===== src/rtl/preset_timer_pkg.sv =====
package preset_timer_pkg;
  // control-to-datapath strobes for one clock cycle
  typedef struct packed {
    logic incAcc;    // advance the count by one
    logic clrAcc;    // empty the count
    logic evalDone;  // rung true: recompute done from the next count
    logic keepDone;  // retentive: an already set done stays set
    logic clrDone;   // drop the done flag
  } tmrStrobe_t;
endpackage


===== src/rtl/preset_timer_ctrl.sv =====
module preset_timer_ctrl
  import preset_timer_pkg::*;
(
  input  logic       clk,
  input  logic       rst,
  input  logic       modeRetain,
  input  logic       rungTrue,
  input  logic       tick,
  input  logic       clearReq,
  input  logic       reached,
  output tmrStrobe_t strobe,
  output logic       enableQ
);
  logic dropState;

  // the rung being false discards state in on-delay mode, or on a clear request
  assign dropState = !rungTrue && (!modeRetain || clearReq);

  always_comb begin
    strobe          = '0;
    strobe.incAcc   = rungTrue && tick && !reached;
    strobe.clrAcc   = dropState;
    strobe.evalDone = rungTrue;
    strobe.keepDone = modeRetain;
    strobe.clrDone  = dropState;
  end

  always_ff @(posedge clk) begin
    if (rst) enableQ <= 1'b0;
    else     enableQ <= rungTrue;
  end

  assert_enable_on_R1: assert property (@(posedge clk) disable iff (rst)
    rungTrue |=> enableQ);
  assert_enable_off_R1: assert property (@(posedge clk) disable iff (rst)
    !rungTrue |=> !enableQ);
endmodule


===== src/rtl/preset_timer_dp.sv =====
module preset_timer_dp
  import preset_timer_pkg::*;
#(
  parameter int MAX_COUNT = 9999,
  parameter int W         = $clog2(MAX_COUNT + 1)
) (
  input  logic         clk,
  input  logic         rst,
  input  tmrStrobe_t   strobe,
  input  logic [W-1:0] presetIn,
  output logic [W-1:0] accQ,
  output logic         doneQ,
  output logic         reached
);
  localparam logic [W-1:0] CAP = W'(MAX_COUNT);

  logic [W-1:0] presetSat;
  logic [W-1:0] accNext;
  logic         doneNext;

  assign presetSat = (presetIn > CAP) ? CAP : presetIn;
  assign reached   = (accQ >= presetSat);

  always_comb begin
    accNext = accQ;
    if (strobe.clrAcc)      accNext = '0;
    else if (strobe.incAcc) accNext = accQ + 1'b1;
  end

  always_comb begin
    doneNext = doneQ;
    if (strobe.clrDone)
      doneNext = 1'b0;
    else if (strobe.evalDone)
      doneNext = (accNext >= presetSat) || (strobe.keepDone && doneQ);
  end

  always_ff @(posedge clk) begin
    if (rst) begin
      accQ  <= '0;
      doneQ <= 1'b0;
    end else begin
      accQ  <= accNext;
      doneQ <= doneNext;
    end
  end

  assert_acc_range_R8: assert property (@(posedge clk) disable iff (rst)
    accQ <= CAP);
endmodule


===== src/rtl/preset_timer.sv =====
module preset_timer
  import preset_timer_pkg::*;
#(
  parameter int MAX_COUNT = 9999,
  parameter int W         = $clog2(MAX_COUNT + 1)
) (
  input  logic         clk,
  input  logic         rst,
  input  logic         modeRetain,
  input  logic         rungTrue,
  input  logic         tick,
  input  logic         clearReq,
  input  logic [W-1:0] presetIn,
  output logic [W-1:0] accOut,
  output logic         enableOut,
  output logic         doneOut
);
  tmrStrobe_t strobe;
  logic       reached;

  preset_timer_ctrl i_ctrl (
    .clk        (clk),
    .rst        (rst),
    .modeRetain (modeRetain),
    .rungTrue   (rungTrue),
    .tick       (tick),
    .clearReq   (clearReq),
    .reached    (reached),
    .strobe     (strobe),
    .enableQ    (enableOut)
  );

  preset_timer_dp #(.MAX_COUNT(MAX_COUNT), .W(W)) i_dp (
    .clk      (clk),
    .rst      (rst),
    .strobe   (strobe),
    .presetIn (presetIn),
    .accQ     (accOut),
    .doneQ    (doneOut),
    .reached  (reached)
  );

  assert_no_tick_hold_R2: assert property (@(posedge clk) disable iff (rst)
    (rungTrue && !tick) |=> $stable(accOut));
  assert_ondelay_drop_R3: assert property (@(posedge clk) disable iff (rst)
    (!modeRetain && !rungTrue) |=> (accOut == '0 && !doneOut));
  assert_retain_hold_R5: assert property (@(posedge clk) disable iff (rst)
    (modeRetain && !rungTrue && !clearReq) |=> ($stable(accOut) && $stable(doneOut)));
  assert_clear_idle_R6: assert property (@(posedge clk) disable iff (rst)
    (!rungTrue && clearReq) |=> (accOut == '0 && !doneOut && !enableOut));
  assert_clear_ignored_R7: assert property (@(posedge clk) disable iff (rst)
    (rungTrue && clearReq) |=> (accOut >= $past(accOut) && enableOut));
  assert_zero_preset_R9: assert property (@(posedge clk) disable iff (rst)
    (rungTrue && presetIn == '0) |=> doneOut);
endmodule


===== config.mk =====
export PLATFORM = sky130hd
export DESIGN_NAME = preset_timer
export DESIGN_NICKNAME = d
export VERILOG_FILES = /design/src/rtl/preset_timer_pkg.sv /design/src/rtl/preset_timer_ctrl.sv /design/src/rtl/preset_timer_dp.sv /design/src/rtl/preset_timer.sv
export SDC_FILE = /design/constraint.sdc
export NUM_CORES = 1
export LEC_CHECK = 0
export BUFFER_PORTS_ARGS = -buffer_cell sky130_fd_sc_hd__clkbuf_2
export CAP_MARGIN = 5
export CORE_UTILIZATION = 45
export CTS_CLUSTER_DIAMETER = 60
export CTS_CLUSTER_SIZE = 40
export DETAILED_ROUTE_END_ITERATION = 12
export PLACE_DENSITY = 0.74
export REMOVE_ABC_BUFFERS = 1
export SYNTH_ARGS = -nofsm -noshare
export SYNTH_HDL_FRONTEND = slang
export SYNTH_SLANG_ARGS = --single-unit

===== constraint.sdc =====
create_clock -name clk -period 9.5 [get_ports clk]
set_input_delay 0.95 -clock clk [delete_from_list [all_inputs] [get_ports clk]]
set_output_delay 0.95 -clock clk [all_outputs]
set_load 0.01 [all_outputs]

# Yosys cells after proc, flatten, opt, wreduce, memory -nomap -nowiden
# Index checks and enable logic that the tools add are counted.
[totals]
word_cells = 20
ff_bits = 16
input_bits = 20
output_inout_bits = 16
[classes]
addsub = 1
n_mux = 3
n_lt_le_gt_ge = 3
reduce_logical = 10
[ops]
columns = ["op", "count"]
rows = [
  ["14-bit two-way mux", 3],
  ["14-bit greater-or-equal comparator", 2],
  ["14-bit by 1-bit adder with 14-bit output, second input constant", 1],
  ["14-bit > comparator, second input constant", 1],
  ["1-bit logical AND", 4],
  ["1-bit logical NOT", 3],
  ["1-bit logical OR", 2],
  ["2-bit OR reduction", 1],
]

# Depth between registers and ports, before layout
[depth]
ltp_word = 9
mapped_depth = 19

# Modules after synthesis
# From an unflattened synthesis, not the netlist that was laid out.
[hier_totals]
hier_cells = 189
hier_area_um2 = 1503.9
[modules_own_cells]
columns = ["module", "n_inst", "cells_each", "area_per_inst_um2", "seq_area_each_um2"]
rows = [
  ["preset_timer_dp", 1, 179, 1428.9, 300.3],
  ["preset_timer_ctrl", 1, 10, 75.1, 20.0],
]

# Least setup slack after synthesis
# No wires, ideal clock.
[synth_path]
path_kind = "input -> register"
from = "input presetIn[6]"
to = "register i_dp.doneQ"
cell_stages = 19
setup_slack_ns = 5.319
required_ns = 9.381
arrival_ns = 4.062
path_buffers = 1
setup_time_ns = 0.119
cell_sequence = "nor4_1 > nor2_1 > nor3_1 > nand2b_1 > nand2_1 > ha_1 > a21oi_1 > a21boi_1 > o311ai_1 > buf_2 > nand4_1 > xor2_1 > nor2_1 > ha_1 > a21o_1 > a21o_1 > a21oi_1 > o211a_1 > a21oi_1"
[synth_between]
elab_chain_len = 9
[synth_lines]
columns = ["item", "line_no", "source"]
rows = [
  ["start, declared", "preset_timer.sv:13", "input logic [W-1:0] presetIn,"],
  ["14-bit > comparator", "preset_timer_dp.sv:21", "assign presetSat = (presetIn > CAP) ? CAP : presetIn;"],
  ["14-bit two-way mux *", "preset_timer_dp.sv:21", ""],
  ["14-bit greater-or-equal comparator *", "preset_timer_dp.sv:22", "assign reached = (accQ >= presetSat);"],
  ["1-bit logical NOT *", "preset_timer_ctrl.sv:21", "strobe.incAcc = rungTrue && tick && !reached;"],
  ["1-bit logical AND *", "preset_timer_ctrl.sv:21", ""],
  ["14-bit two-way mux *", "preset_timer_dp.sv:27", "else if (strobe.incAcc) accNext = accQ + 1'b1;"],
  ["14-bit two-way mux *", "preset_timer_dp.sv:26", "if (strobe.clrAcc) accNext = '0;"],
  ["net i_dp.accNext[7]", "preset_timer_dp.sv:18", "logic [W-1:0] accNext;"],
  ["14-bit greater-or-equal comparator *", "preset_timer_dp.sv:35", "doneNext = (accNext >= presetSat) || (strobe.keepDone && doneQ);"],
  ["1-bit logical OR *", "preset_timer_dp.sv:35", ""],
  ["end signal, assigned", "preset_timer_dp.sv:44", "doneQ <= doneNext;"],
  ["end, declared", "preset_timer_dp.sv:12", "output logic doneQ,"],
]
# The timed path passes the listed nets; every way through them passes the cells marked *.
# A chain may end at the register's enable or synchronous reset.

# Worst setup path after layout
[layout_path]
from = "input presetIn[6]"
to = "register i_dp.doneQ"
[layout_between]
elab_chain_len = 9
[layout_lines]
columns = ["item", "line_no"]
rows = [
  ["14-bit > comparator", "preset_timer_dp.sv:21"],
  ["14-bit two-way mux *", "preset_timer_dp.sv:21"],
  ["14-bit greater-or-equal comparator", "preset_timer_dp.sv:22"],
  ["1-bit logical NOT", "preset_timer_ctrl.sv:21"],
  ["1-bit logical AND", "preset_timer_ctrl.sv:21"],
  ["14-bit two-way mux", "preset_timer_dp.sv:27"],
  ["14-bit two-way mux", "preset_timer_dp.sv:26"],
  ["14-bit greater-or-equal comparator *", "preset_timer_dp.sv:35"],
  ["1-bit logical OR *", "preset_timer_dp.sv:35"],
]
# Mark *: on every way between the ends. The rest lies on a longest branch, timed or not.

==> flow_metrics.env <==
export IMPL_via_per_inst=5.345
export IMPL_r2r_end="i_dp.doneQ"
export IMPL_vdd_drop_max_v=0.00006014
export IMPL_fin_area_mm2=0.001724
export IMPL_hpwl_um=2888
export IMPL_cap_viol_max_count=0
export IMPL_gp_congestion=0.9586
export IMPL_grt_usage_pct=23.28
export IMPL_timing_fmax_ghz=0.2139
export IMPL_tightest_slew_ps=723.6
export IMPL_grt_pass1_vias=1317
export IMPL_yosysTopAreaCellShare_pct=24.98
export IMPL_initial_core_util_pct=47.58
export IMPL_period_needed_ps=4675
export IMPL_antenna_cells=0
export IMPL_area_delta_synth_final_pct=18.69
export IMPL_port_buffers=35
export IMPL_rsz0062_at_grt="no"
export IMPL_path_cells="clkbuf_2, nor4_1, nor2_1, nor3_1, nand2b_1, nand2_1, ha_1, a21oi_1, a21boi_1, o311ai_1, nand2_1, xnor2_1, nand2b_1, ha_1, nand2b_1, a21o_1, a21oi_1, o21ai_0, o21ai_0, a21oi_1"
export IMPL_end_kind="flip-flop"
export IMPL_netlist_instances=185
export IMPL_antenna_found_initial=0
export IMPL_crit_family="compound AO/OA/AOI/OAI gates"
export IMPL_r2r_slack_ps=6050
export IMPL_critical_path_max_stage_delay_ps=640
export IMPL_avgSynthCellArea_um2=7.852
export IMPL_worstRegToRegCells=14
export IMPL_maxSlewViolCount=0
export IMPL_synth_cell_types=29
export IMPL_drc_errors=0
export IMPL_seqCellArea_um2=320.3
export IMPL_post_cts_setup_buffers=0
export IMPL_pwr_share_comb_pct=18.8
export IMPL_ys_warn_count=0
export IMPL_max_slew_margin_pct=51.00
export IMPL_drive_above_1_share_pct=19.28
export IMPL_critical_path_class="primary input to flip-flop"
export IMPL_ys_seq_area_share_pct=22.05
export IMPL_power_share_clock_pct=33.8
export IMPL_num_vias=1427
export IMPL_htreeDepth=1
export IMPL_fin_crit_sh_pct=49.21
export IMPL_netlist_area_mm2=0.001453
export IMPL_critPathLaunchType="primary input"
export IMPL_clk_latency_ps=300
export IMPL_die_w_um=58.82
export IMPL_finClkSkew_ps=6.064
export IMPL_p_sw_share_pct=28.84
export IMPL_synth_most_common_cell="nor2_1"
export IMPL_ys_flop_type="dfxtp_1"
export IMPL_fillers=300
export IMPL_post_dp_cell_area_mm2=0.001688
export IMPL_ctsResizeCount=0
export IMPL_grt_ovfl_total=0
export IMPL_die_h_um=58.82
export IMPL_synth_edf_count=0
export IMPL_cts_tree="built"
export IMPL_core_area_mm2=0.003053
export IMPL_powerDensity_mw_per_mm2=83.26
export IMPL_routed_wl_um=3617
export IMPL_cp_num_buf_inv=1
export IMPL_required_ps=9700
export IMPL_rows=20
export IMPL_dieArea_mm2=0.003459
export IMPL_dr_pass1_iters=4
export IMPL_async_reset_ff_share_pct=0
export IMPL_cp_depth=20
export IMPL_multi_input_area_mm2=0.001096
export IMPL_cp_startpoint="presetIn[6]"
export IMPL_grt_pass1_wl_um=6092
export IMPL_p_sw_mw=0.04140
export IMPL_holdBufCountCts=0
export IMPL_clockBufferDepth=2
export IMPL_synth_seq_cells=16
export IMPL_hold_viol_final=0
export IMPL_arrival_ps=4870
export IMPL_cts_clk_slew_worst_paths_ps=110
export IMPL_pin_count=36
export IMPL_sequentialPowerShare_pct=47.4
export IMPL_cts_made_buffers=3
export IMPL_r2r_start="i_dp.accQ[4]"
export IMPL_finalSetupViolations=0
export IMPL_hold_path_class="flip-flop to flip-flop"
export IMPL_synth_area_leader_cell="ha_1"
export IMPL_drt_iter0_markers=55
export IMPL_root_buffer="clkbuf_4"
export IMPL_worst_slack_ps=4825
export IMPL_synth_area_top_cells="ha_1 (25%), dfxtp_1 (22%), nor2_1 (9.0%)"
export IMPL_status="complete, no violations"
export IMPL_critPathSlowestCell="o311ai_1"
export IMPL_fin_nets=273
export IMPL_crit_end="i_dp.doneQ"
export IMPL_dp_slack_ps=4605
export IMPL_power_leakage_nw=0.8685
export IMPL_ant_nets=0
export IMPL_synth_common_cells="nor2_1 (35), ha_1 (29), dfxtp_1 (16), nand4_1 (15), a21oi_1 (13)"
export IMPL_setup_tns_ps=0
export IMPL_clock_sink_count=16
export IMPL_grt_max_degree=17
export IMPL_wl_per_cell_um=13.55
export IMPL_worstPathMaxFanout=6
export IMPL_power_internal_mw=0.1022
-- layout by cell type, fill, tap and decap left out, drive strengths merged --
master and count:
nor3 1, o21ai 7, or3 1, dfxtp 16, o2111ai 1, nand3 6, nor2b 2, nand4 15
and4 3, buf 3, or2 1, a21o 3, a221oi 1, xor2 11, and3 4, xnor2 1
inv 5, nand2b 6, a21boi 1, a21oi 13, mux2i 1, clkbuf 39, nor2 35, nor4 1
and2 6, o211a 1, nand2 9, o311ai 1, ha 29
-- cell type report --
| cell class | count | area share (%) |
|---|---|---|
| Timing Repair Buffer | 38 | 11.47 |
| Inverter | 5 | 1.089 |
| Sequential cell | 16 | 18.58 |
| Tap cell | 44 | 3.193 |
| Multi-Input combinational cell | 160 | 63.57 |
| Clock buffer | 4 | 2.105 |
-- kinds of logic (layout without fill, tap and decap cells) --
group | count (synthesis) | count (layout) | synth area share (%)
compound gates | 28 | 28 | 11.46
xor+xnor | 12 | 12 | 7.235
fa+ha+maj | 29 | 29 | 24.98
buf+inv | 9 | 47 | 2.498
flops | 16 | 16 | 22.05
mux | 1 | 1 | 0.6891
simple gates | 90 | 90 | 31.10
-- sequential cells by signal, indices dropped and copies added, names as in the netlist --
register,count
i_ctrl.enableQ,1
i_dp.doneQ,1
i_dp.accQ,14
-- metal layers --
| metal | track usage (%) | vias to the layer above | wire [µm] |
|---|---|---|---|
| li1 | - | 740 | - |
| met1 | 31.77 | 632 | 1724 |
| met2 | 38.80 | 53 | 1589 |
| met3 | 4.615 | 2 | 289 |
| met4 | 3.061 | 0 | 13 |
| met5 | 0 | - | 0 |
-- how the worst min path moves through the flow --
stage	from	end	slack, ps	depth (start not counted)
finish	i_dp.accQ[13]	i_dp.accQ[13]	570	2
global route	i_dp.accQ[13]	i_dp.accQ[13]	600	2
CTS	i_dp.accQ[13]	i_dp.accQ[13]	560	2
detailed placement	i_dp.accQ[13]	i_dp.accQ[13]	550	2
global placement	i_dp.accQ[13]	i_dp.accQ[13]	540	2
floorplan	i_dp.accQ[13]	i_dp.accQ[13]	550	2
-- stage by stage --
stage	instances	power (mW)	hold slack [ps]	util (%)
after floorplan	181	0.08549	552.9	-
after global placement	263	0.09636	543.7	55.29
after detailed placement	263	0.09616	548.7	55.29
after CTS	267	0.1441	564.5	56.48
after global routing	267	0.1509	600.9	56.48
final	267	0.1436	565.0	56.48
-- tightest hold or removal path, cell delays in order (launching register included) --
cell and delay (ps):
dfxtp_1 350, o21ai_0 110, a21oi_1 70
-- power groups by stage --
stage	combinational [mW]	sequential (mW)	clock, mW
after floorplan	0.0157	0.0698	0
after global placement	0.0268	0.0696	0
after detailed placement	0.0266	0.0696	0
after CTS	0.0269	0.0681	0.0492
after global routing	0.0312	0.0682	0.0516
final	0.0270	0.0680	0.0485
Note: power is estimated with default switching activity, not from simulation.
